**src/rtl/sleep_seq_pkg.sv**
```systemverilog
package sleep_seq_pkg;

  typedef enum logic [1:0] {
    PH_RUN     = 2'd0,
    PH_ENTER   = 2'd1,
    PH_DORMANT = 2'd2,
    PH_WAKE    = 2'd3
  } phase_e;

  typedef enum logic [1:0] {
    CMD_IDLE = 2'b00,
    CMD_RD   = 2'b01,
    CMD_WR   = 2'b10,
    CMD_RSV  = 2'b11
  } cmd_e;

  // true when the command starts an array access
  function automatic logic cmd_is_access(input cmd_e c);
    return (c == CMD_RD) || (c == CMD_WR);
  endfunction

  function automatic logic cmd_is_write(input cmd_e c);
    return c == CMD_WR;
  endfunction

  // last cycle of a window of len cycles, counted from zero
  function automatic logic window_last(input int cnt, input int len);
    return cnt >= (len - 1);
  endfunction

  // command legality per phase
  function automatic logic cmd_violates(input phase_e ph, input cmd_e c);
    logic bad;
    case (ph)
      PH_ENTER: bad = cmd_is_access(c);
      PH_WAKE:  bad = cmd_is_write(c);
      default:  bad = 1'b0;
    endcase
    return bad;
  endfunction

  // gating derived from phase
  function automatic logic phase_gates_inputs(input phase_e ph);
    return (ph == PH_DORMANT) || (ph == PH_WAKE);
  endfunction

endpackage

```
**src/rtl/sleep_req_sync.sv**
```systemverilog
module sleep_req_sync #(
  parameter int STAGES = 2
) (
  input  logic clk,
  input  logic rst_n,
  input  logic d_async,
  output logic q_sync
);
  logic [STAGES-1:0] pipe;

  for (genvar i = 0; i < STAGES; i++) begin : g_stage
    if (i == 0) begin : g_first
      always_ff @(posedge clk or negedge rst_n) begin
        if (!rst_n) pipe[0] <= 1'b0;
        else        pipe[0] <= d_async;
      end
    end else begin : g_next
      always_ff @(posedge clk or negedge rst_n) begin
        if (!rst_n) pipe[i] <= 1'b0;
        else        pipe[i] <= pipe[i-1];
      end
    end
  end

  assign q_sync = pipe[STAGES-1];
endmodule

```
**src/rtl/sleep_phase_fsm.sv**
```systemverilog
module sleep_phase_fsm
  import sleep_seq_pkg::*;
#(
  parameter int ENTRY_CYC = 2,
  parameter int WAKE_CYC  = 2
) (
  input  logic   clk,
  input  logic   rst_n,
  input  logic   req_s,
  output phase_e phase
);
  localparam int MAXW  = (ENTRY_CYC > WAKE_CYC) ? ENTRY_CYC : WAKE_CYC;
  localparam int CNT_W = $clog2(MAXW + 1);

  phase_e           ph_q, ph_d;
  logic [CNT_W-1:0] cnt_q, cnt_d;
  logic             entry_done, wake_done;

  assign entry_done = window_last(int'(cnt_q), ENTRY_CYC);
  assign wake_done  = window_last(int'(cnt_q), WAKE_CYC);

  always_comb begin
    ph_d  = ph_q;
    cnt_d = cnt_q;
    case (ph_q)
      PH_RUN: begin
        if (req_s) begin
          ph_d  = PH_ENTER;
          cnt_d = '0;
        end
      end
      PH_ENTER: begin
        if (!req_s) begin
          ph_d  = PH_WAKE;
          cnt_d = '0;
        end else if (entry_done) begin
          ph_d  = PH_DORMANT;
          cnt_d = '0;
        end else begin
          cnt_d = cnt_q + 1'b1;
        end
      end
      PH_DORMANT: begin
        if (!req_s) begin
          ph_d  = PH_WAKE;
          cnt_d = '0;
        end
      end
      PH_WAKE: begin
        if (req_s) begin
          ph_d  = PH_ENTER;
          cnt_d = '0;
        end else if (wake_done) begin
          ph_d  = PH_RUN;
          cnt_d = '0;
        end else begin
          cnt_d = cnt_q + 1'b1;
        end
      end
      default: begin
        ph_d  = PH_RUN;
        cnt_d = '0;
      end
    endcase
  end

  always_ff @(posedge clk or negedge rst_n) begin
    if (!rst_n) begin
      ph_q  <= PH_RUN;
      cnt_q <= '0;
    end else begin
      ph_q  <= ph_d;
      cnt_q <= cnt_d;
    end
  end

  assign phase = ph_q;
endmodule

```
**src/rtl/sleep_cmd_guard.sv**
```systemverilog
module sleep_cmd_guard
  import sleep_seq_pkg::*;
(
  input  logic       clk,
  input  logic       rst_n,
  input  phase_e     phase,
  input  logic [1:0] cmd_code,
  output logic       err_pulse
);
  logic violation;

  assign violation = cmd_violates(phase, cmd_e'(cmd_code));

  always_ff @(posedge clk or negedge rst_n) begin
    if (!rst_n) err_pulse <= 1'b0;
    else        err_pulse <= violation;
  end
endmodule

```
**src/rtl/sleep_seq_ctrl.sv**
```systemverilog
module sleep_seq_ctrl
  import sleep_seq_pkg::*;
#(
  parameter int SYNC_STAGES = 2,
  parameter int ENTRY_CYC   = 2,
  parameter int WAKE_CYC    = 2
) (
  input  logic       clk,
  input  logic       rst_n,
  input  logic       sleep_req,
  input  logic [1:0] cmd_code,
  output logic       in_ignore,
  output logic       out_hiz,
  output logic       sleeping,
  output logic       waking,
  output logic       proto_err
);
  logic   req_s;
  phase_e phase;
  logic   ph_entering;
  logic   ph_gated;

  sleep_req_sync #(.STAGES(SYNC_STAGES)) u_sync (
    .clk     (clk),
    .rst_n   (rst_n),
    .d_async (sleep_req),
    .q_sync  (req_s)
  );

  sleep_phase_fsm #(.ENTRY_CYC(ENTRY_CYC), .WAKE_CYC(WAKE_CYC)) u_fsm (
    .clk   (clk),
    .rst_n (rst_n),
    .req_s (req_s),
    .phase (phase)
  );

  sleep_cmd_guard u_guard (
    .clk       (clk),
    .rst_n     (rst_n),
    .phase     (phase),
    .cmd_code  (cmd_code),
    .err_pulse (proto_err)
  );

  assign ph_entering = (phase == PH_ENTER);
  assign ph_gated    = phase_gates_inputs(phase);
  assign in_ignore   = ph_gated;
  assign out_hiz     = ph_gated;
  assign sleeping    = (phase == PH_DORMANT);
  assign waking      = (phase == PH_WAKE);
endmodule

```
**config.mk**
```make
export PLATFORM = sky130hd
export DESIGN_NAME = sleep_seq_ctrl
export DESIGN_NICKNAME = d
export VERILOG_FILES = /design/src/rtl/sleep_seq_pkg.sv /design/src/rtl/sleep_req_sync.sv /design/src/rtl/sleep_phase_fsm.sv /design/src/rtl/sleep_cmd_guard.sv /design/src/rtl/sleep_seq_ctrl.sv
export SDC_FILE = /design/constraint.sdc
export NUM_CORES = 1
export LEC_CHECK = 0
export CAP_MARGIN = 5
export CORE_AREA = 2 2 39 41
export CTS_BUF_LIST = sky130_fd_sc_hd__clkbuf_4 sky130_fd_sc_hd__clkbuf_8
export CTS_CLUSTER_SIZE = 14
export DETAILED_ROUTE_END_ITERATION = 6
export DIE_AREA = 0 0 41 43
export GPL_ROUTABILITY_DRIVEN = 1
export HOLD_SLACK_MARGIN = 0.1
export SYNTH_ARGS = -nofsm -noshare
export SYNTH_HDL_FRONTEND = slang
export SYNTH_SLANG_ARGS = --single-unit
```
**constraint.sdc**
```tcl
create_clock -name clk -period 2 [get_ports clk]
set_input_delay 0.3 -clock clk [delete_from_list [all_inputs] [get_ports clk]]
set_output_delay 0.3 -clock clk [all_outputs]
set_load 0.02 [all_outputs]
```
=== Word-level counts from Yosys, hierarchy flattened ===
Index checks and enable logic that the tools add are counted.

* $add $sub $neg: 1
* Order comparisons: 1
* Equal/unequal tests: 9
* Muxes and demuxes: 14
* Reduce and logical (&&, ||, !) cells: 5

{| class="wikitable"
|+ Operator list
! cell !! count
|-
| $mux W2 || 11
|-
| $pmux W2 S4 || 2
|-
| $eq A2 B2 Y1 const B || 3
|-
| $eq A2 B1 Y1 const B || 2
|-
| $ne A2 B2 Y1 const B || 2
|-
| $reduce_and A4 Y1 || 1
|-
| $ne A3 B1 Y1 const B || 1
|-
| $ne A3 B2 Y1 const B || 1
|-
| $add A2 B1 Y2 const B || 1
|-
| $ge A2 B1 Y1 const B || 1
|-
| $logic_not A2 Y1 || 1
|-
| $logic_or A1 B1 Y1 || 2
|-
| $pmux W1 S2 || 1
|-
| $reduce_and A2 Y1 || 1
|}

* Register bits: 7

=== Longest topological paths before layout ===
Gate-level depths: netlist of the first run.

* Word-level depth: 4
* Depth in mapped cells: 5

=== Modules after synthesis ===
Synthesis of the first run repeated with hierarchy kept, for this count alone.

* Cells, all modules: 37
* Area, all modules: 431.7 sq um

{| class="wikitable"
|+ Modules (own cells, without submodules)
! module !! times used !! cells an instance !! area each (sq um)
|-
| sleep_phase_fsm || 1 || 25 || 291.5
|-
| sleep_cmd_guard || 1 || 6 || 62.6
|-
| sleep_req_sync || 1 || 2 || 50.0
|-
| sleep_seq_ctrl || 1 || 4 || 27.5
|}

=== Worst setup path before layout of the first run ===
Ideal clock, no wire load.

* Kind: flip-flop to flip-flop
* Start: reg u_fsm.ph_q[0] (netlist: u_fsm.phase[0])
* End: reg u_fsm.ph_q[1] (netlist: u_fsm.phase[1])
* Data arrival time: 1504 ps
* Setup slack: 368 ps
* Cell stages (with the launch flop): 6
* Period minus slack after synthesis: 1632 ps
* Cells stage by stage: dfrtp_1 inv_1 ha_1 mux2_4 a21oi_4 mux2_1

* Longest elaborated chain between the ends: 3
* Elaborated cells on any way between the ends: 10
* Those cells by class: 7 x eq/ne; 1 x mux; 2 x reduce/logical

{| class="wikitable"
|+ RTL lines
! what !! RTL line !! source
|-
| start, declared || sleep_phase_fsm.sv:15 || <nowiki>phase_e ph_q, ph_d;</nowiki>
|-
| start signal, assigned || sleep_phase_fsm.sv:72 || <nowiki>ph_q <= ph_d;</nowiki>
|-
| $eq A2 B2 Y1 * || n/a ||
|-
| named net sleeping || sleep_seq_ctrl.sv:14 || <nowiki>output logic sleeping,</nowiki>
|-
| $ne A2 B2 Y1 (no source line) || n/a ||
|-
| $reduce_and A4 Y1 (no source line) || n/a ||
|}

Mark *: on every way through the listed nets, which the timed path passes. The rest lies on a longest branch.
A chain may end at the register's enable or synchronous reset.

=== Final worst setup path of the first run ===
* Start: reg u_fsm.ph_q[0] (netlist: u_fsm.phase[0])
* End: out sleeping

* Longest elaborated chain between the ends: 1

{| class="wikitable"
|+ RTL lines
! what !! RTL line !! source
|-
| $eq A2 B2 Y1 || sleep_seq_ctrl.sv:49 || <nowiki>assign sleeping = (phase == PH_DORMANT);</nowiki>
|-
| end, declared || sleep_seq_ctrl.sv:14 ||
|}

Every way passes these cells.

==> results of run 1 <==
==> worst max-delay path, delay by kind of cell (launching register included) <==
kind	cells	cell delay [ns]
buf+inv	2	0.74
fa+ha+maj	1	0.21
flops	1	0.39
==> registers in the layout, summed over array words and instances, names as in the netlist <==
signal,cells
u_guard.err_pulse,1
u_fsm.phase,2
u_fsm.cnt_q,2
u_sync.pipe,1
u_sync.q_sync,1
==> cells in the final DEF, fill, tap and decap left out <==
| cell | instances |
|---|---|
| a2111oi_0 | 1 |
| a21oi_4 | 1 |
| and2b_2 | 1 |
| buf_4 | 1 |
| clkbuf_4 | 4 |
| clkdlybuf4s50_1 | 7 |
| dfrtp_1 | 7 |
| dlygate4sd2_1 | 2 |
| ha_1 | 8 |
| inv_1 | 6 |
| mux2_1 | 1 |
| mux2_4 | 3 |
| mux2i_1 | 1 |
| nand2_1 | 3 |
| nor2_1 | 1 |
| o21ai_0 | 3 |
| or2_2 | 1 |
==> metal layers <==
layer,up-vias,wire (um)
met1,144,239
li1,148,-
met3,0,51
met4,0,0
met5,-,0
met2,7,315
==> timing repair <==
item                       CTS  global route
setup endpoints to repair    2             0
gates resized for setup      2             0
hold buffers                 0             0
==> metrics by stage <==
| step | cell area (um^2) | setup WS (ns) | total power (uW) |
|---|---|---|---|
| after floorplan | 442 | 0.368 | 620 |
| after global placement | 552 | 0.211 | 794 |
| after detailed placement | 552 | 0.185 | 794 |
| after global routing | 579 | 0.0230 | 982 |
| final | 579 | 0.113 | 894 |
| after CTS | 579 | 0.0917 | 915 |
==> path summary, 6_finish.rpt <==
kind                                  endpoint  cells past startpoint  slack (ns)      startpoint
worst max-delay path                  sleeping                      3        0.11  u_fsm.phase[0]
worst min-delay path            u_fsm.cnt_q[0]                      1        0.30           rst_n
worst max register to register  u_fsm.phase[1]                      5        0.30  u_fsm.phase[0]
worst min register to register   u_sync.q_sync                      0        0.35  u_sync.pipe[0]
max in group asynchronous       u_fsm.phase[0]                      1        1.45           rst_n
min in group clk                 u_sync.q_sync                      0        0.35  u_sync.pipe[0]
==> logic make-up after synthesis <==
kind of cell    Yosys count  share of synthesized area
simple gates              6                     0.0680
fa+ha+maj                 8                      0.227
mux                       5                      0.150
buf+inv                   7                     0.0680
compound gates            5                     0.0907
flops                     7                      0.397
==> power breakdown <==
| part | switching (uW) | internal [uW] |
|---|---|---|
| combinational | 274 | 266 |
| clock | 49.3 | 89.5 |
| sequential | 27.0 | 189 |
| total | 350 | 544 |
==> final cells by class <==
cell class              count  area share
flip-flops and latches      7       0.302
repair buffers             10       0.164
multi-input cells          24       0.408
clock buffers               4      0.0518
well taps                  16      0.0346
inverters                   6      0.0389
==> results.json, run 1 <==
{
  "final_cells": 67,
  "dieArea_um2": 1760,
  "gp_congestion": 0.650,
  "power_density_nw_per_um2": 1540,
  "yosys_warnings": 0,
  "fmax_ghz": 0.530,
  "port_buffers": 9,
  "synth_seq_cells": 7,
  "h-tree-depth": 1,
  "start_util": 0.319,
  "hold_viol": 0,
  "status": "complete, no violations",
  "max_stage_delay_ns": 0.62,
  "globalRouteMet1Util": 0.0957,
  "p_leak_uw": 0.000287,
  "whs_ns": 0.304,
  "routedWlPerCell_um": 9.04,
  "antenna_found_initial": 0,
  "overflow": 0,
  "setup.worst_path.start_class": "register",
  "clkSinkCount": 7,
  "yosys.area.top_type": "dfrtp_1",
  "syn_area_um2": 442,
  "via_count": 299,
  "drive_gt1_frac": 0.216,
  "multi_input_area_um2": 236,
  "drt_iter0_drc": 0,
  "grt_max_degree": 8,
  "hold_class": "in -> async",
  "fillers": 140,
  "finalNetCount": 65,
  "ir_worst_vdd_uv": 582,
  "area_growth_pct": 31.2,
  "clock_latency_ns": 0.25,
  "clkSlewWorstSetupHoldPaths_ns": 0.05,
  "slew_headroom": 0.755,
  "drv_slew": 0,
  "ant_nets": 0,
  "viasPerCell": 4.46,
  "wirelength_um": 606,
  "synth_edf_count": 0,
  "netlist_instances": 38,
  "finalSetupViolations": 0,
  "final.period_utilization": 0.944,
  "netlist_top_cells_area": "dfrtp_1, ha_1, mux2_4, inv_1, a21oi_4",
  "detail_route.first_pass.iterations": 1,
  "crit_chain": "inv_1, ha_1, clkdlybuf4s50_1",
  "ys.flop_type": "dfrtp_1",
  "setup-tns-final_ns": 0,
  "dp.cells": 63,
  "grt_pass1_wl_um": 1060,
  "ys_types": 14,
  "worst_clock_skew_ns": 0.00707,
  "drc": 0,
  "core_area_um2": 1380,
  "rsz0062_at_grt": "no",
  "syn_avg_cell_area_um2": 11.6,
  "synth_top_cells_by_count": "ha_1, dfrtp_1, inv_1",
  "root_buffer": "clkbuf_4",
  "grt.busiest_layer": "met2",
  "diodes": 0,
  "cts_tree": "yes",
  "async_flop_share": 1.00,
  "clockBufferDepth": 2,
  "grt_pass1_vias": 259,
  "crit_slowest_cell": "clkdlybuf4s50_1",
  "grt.total_usage": 0.0972,
  "drv_cap": 0,
  "synth-seq-area-share": 0.397,
  "die_w_um": 41,
  "crit_type": "reg -> out",
  "required_ns": 1.70,
  "post-route-util": 0.419,
  "fin_crit_ns": 1.89,
  "regArea_um2": 175,
  "grt.met3_usage": 0.0942,
  "worst_pin_slew_ns": 0.358,
  "grtUsageMet2": 0.134,
  "worstSetupEndpointType": "output port",
  "yosysTopAreaCellShare": 0.397,
  "num_io_pins": 10,
  "synth.most_common_cell": "ha_1",
  "syn_nets": 51,
  "die-height_um": 43,
  "rows": 14,
  "post_cts.repair.setup_buffers": 0,
  "cp_max_fo": 4,
  "cts_buffers": 3,
  "crit_arrival_ns": 1.59
}
Power figures use the tool's default switching activity.
==> run 2: changes to the inputs <==
--- a/config.mk
+++ b/config.mk
@@ -13,6 +13,7 @@
 export DIE_AREA = 0 0 41 43
 export GPL_ROUTABILITY_DRIVEN = 1
 export HOLD_SLACK_MARGIN = 0.1
+export MAX_ROUTING_LAYER = met4
 export SYNTH_ARGS = -nofsm -noshare
 export SYNTH_HDL_FRONTEND = slang
 export SYNTH_SLANG_ARGS = --single-unit
==> run 2 against run 1 <==
Wire length is 0.33% lower. Clock power hardly changed. Total power hardly changed. Cell count stayed put. Critical path type unchanged.
==> results.json, run 2 (synthesis results as in run 1) <==
{
  "status": "complete, no violations",
  "routedWlPerCell_um": 9.01,
  "final.period_utilization": 0.943,
  "worstSetupEndpointType": "output port",
  "r2r_setup_slack_ns": 0.30,
  "dieArea_um2": 1760,
  "globalRouteMet1Util": 0.0957,
  "setup-tns-final_ns": 0,
  "grt.met3_usage": 0.0942,
  "h-tree-depth": 1,
  "finalSetupViolations": 0,
  "hold_viol": 0,
  "root_buffer": "clkbuf_4",
  "cp_max_fo": 4,
  "required_ns": 1.70,
  "crit_arrival_ns": 1.59,
  "crit_family": "buffers and inverters",
  "drc": 0,
  "drive_gt1_frac": 0.216,
  "most-common-layout-cells": "ha_1, clkdlybuf4s50_1, dfrtp_1",
  "viasPerCell": 4.48,
  "ctsHoldBuffers": 0,
  "final_cells": 67,
  "gp_congestion": 0.656,
  "wirelength_um": 604,
  "clockBufferDepth": 2,
  "crit_cells": 3,
  "grt_max_degree": 8,
  "overflow": 0,
  "worst_pin_slew_ns": 0.358,
  "start_util": 0.319,
  "fmax_ghz": 0.530,
  "die_w_um": 41,
  "rr_worst_depth": 5,
  "total_power_uw": 893,
  "max_stage_delay_ns": 0.62,
  "cts_buffers": 3,
  "rows": 14,
  "grtUsageMet2": 0.134,
  "drt_iter0_drc": 1,
  "core_area_um2": 1380,
  "cts_tree": "yes",
  "p_leak_uw": 0.000287,
  "clock_latency_ns": 0.25,
  "drv_slew": 0,
  "layout_commonest_cell": "ha_1",
  "num_io_pins": 10,
  "via_count": 300,
  "hold_class": "in -> async",
  "drv_cap": 0,
  "port_buffers": 9,
  "crit_type": "reg -> out",
  "ir_worst_vdd_uv": 582,
  "rsz0062_at_grt": "no",
  "crit_slowest_cell": "clkdlybuf4s50_1",
  "die-height_um": 43,
  "clkSinkCount": 7,
  "ant_nets": 0,
  "grt_pass1_vias": 262,
  "setup.worst_path.start_class": "register",
  "grt.busiest_layer": "met2",
  "detail_route.first_pass.iterations": 2,
  "slew_headroom": 0.755,
  "post-route-util": 0.419,
  "power_density_nw_per_um2": 1540,
  "grt.total_usage": 0.0996,
  "crit_chain": "inv_1, ha_1, clkdlybuf4s50_1",
  "grt_pass1_wl_um": 1060,
  "whs_ns": 0.305,
  "clkSlewWorstSetupHoldPaths_ns": 0.05,
  "path_buf_inv": 2,
  "dp.cells": 63,
  "finalNetCount": 65,
  "area_growth_pct": 31.2,
  "post_cts.repair.setup_buffers": 0,
  "diodes": 0,
  "worst_clock_skew_ns": 0.00706,
  "antenna_found_initial": 0,
  "fin_crit_ns": 1.89
}
[run 2: what timing repair did]
item / in CTS / in global routing
hold endpoints to repair: 0 / 0
setup endpoints to repair: 2 / 0
resized for setup: 2 / 0
[run 2: final timing paths]
kind,from,endpoint
max in group asynchronous,rst_n,u_fsm.phase[0]
max,u_fsm.phase[0],sleeping
min,rst_n,u_fsm.cnt_q[0]
min in group clk,u_sync.pipe[0],u_sync.q_sync
max reg2reg,u_fsm.phase[0],u_fsm.phase[1]
min reg2reg,u_sync.pipe[0],u_sync.q_sync
[run 2: final cells by class]
| class | instances | area, um^2 |
|---|---|---|
| Fill cell | 140 | 805 |
| Sequential cell | 7 | 175 |
| Multi-Input combinational cell | 24 | 236 |
| Clock buffer | 4 | 30.0 |
| Inverter | 6 | 22.5 |
| Timing Repair Buffer | 10 | 95.1 |
| Tap cell | 16 | 20.0 |
[run 2: metrics by stage]
stage / setup WS (ns) / cell area (um^2)
global placement: 0.211 / 552
detailed placement: 0.185 / 552
CTS: 0.0917 / 579
global route: 0.0230 / 579
finish: 0.114 / 579
floorplan: 0.368 / 442
[run 2: layer usage]
layer  up-vias  routed length, um
met4         0                  0
met3         0                 40
met2         6                312
met1       146                251
met5         -                  0
li1        148                  -
[run 2: worst reg2reg max path, stage by stage (launching register included)]
cell and delay [ns]:
dfrtp_1 0.39, ha_1 0.22, buf_4 0.15, mux2_4 0.29, a21oi_4 0.19, mux2_1 0.33
[run 2: where the power goes]
group	leakage (uW)	total (uW)	switching, uW	internal, uW
logic	0.000182	539	274	266
registers	0.0000864	216	27.0	189
clock network	0.0000184	138	48.5	89.4
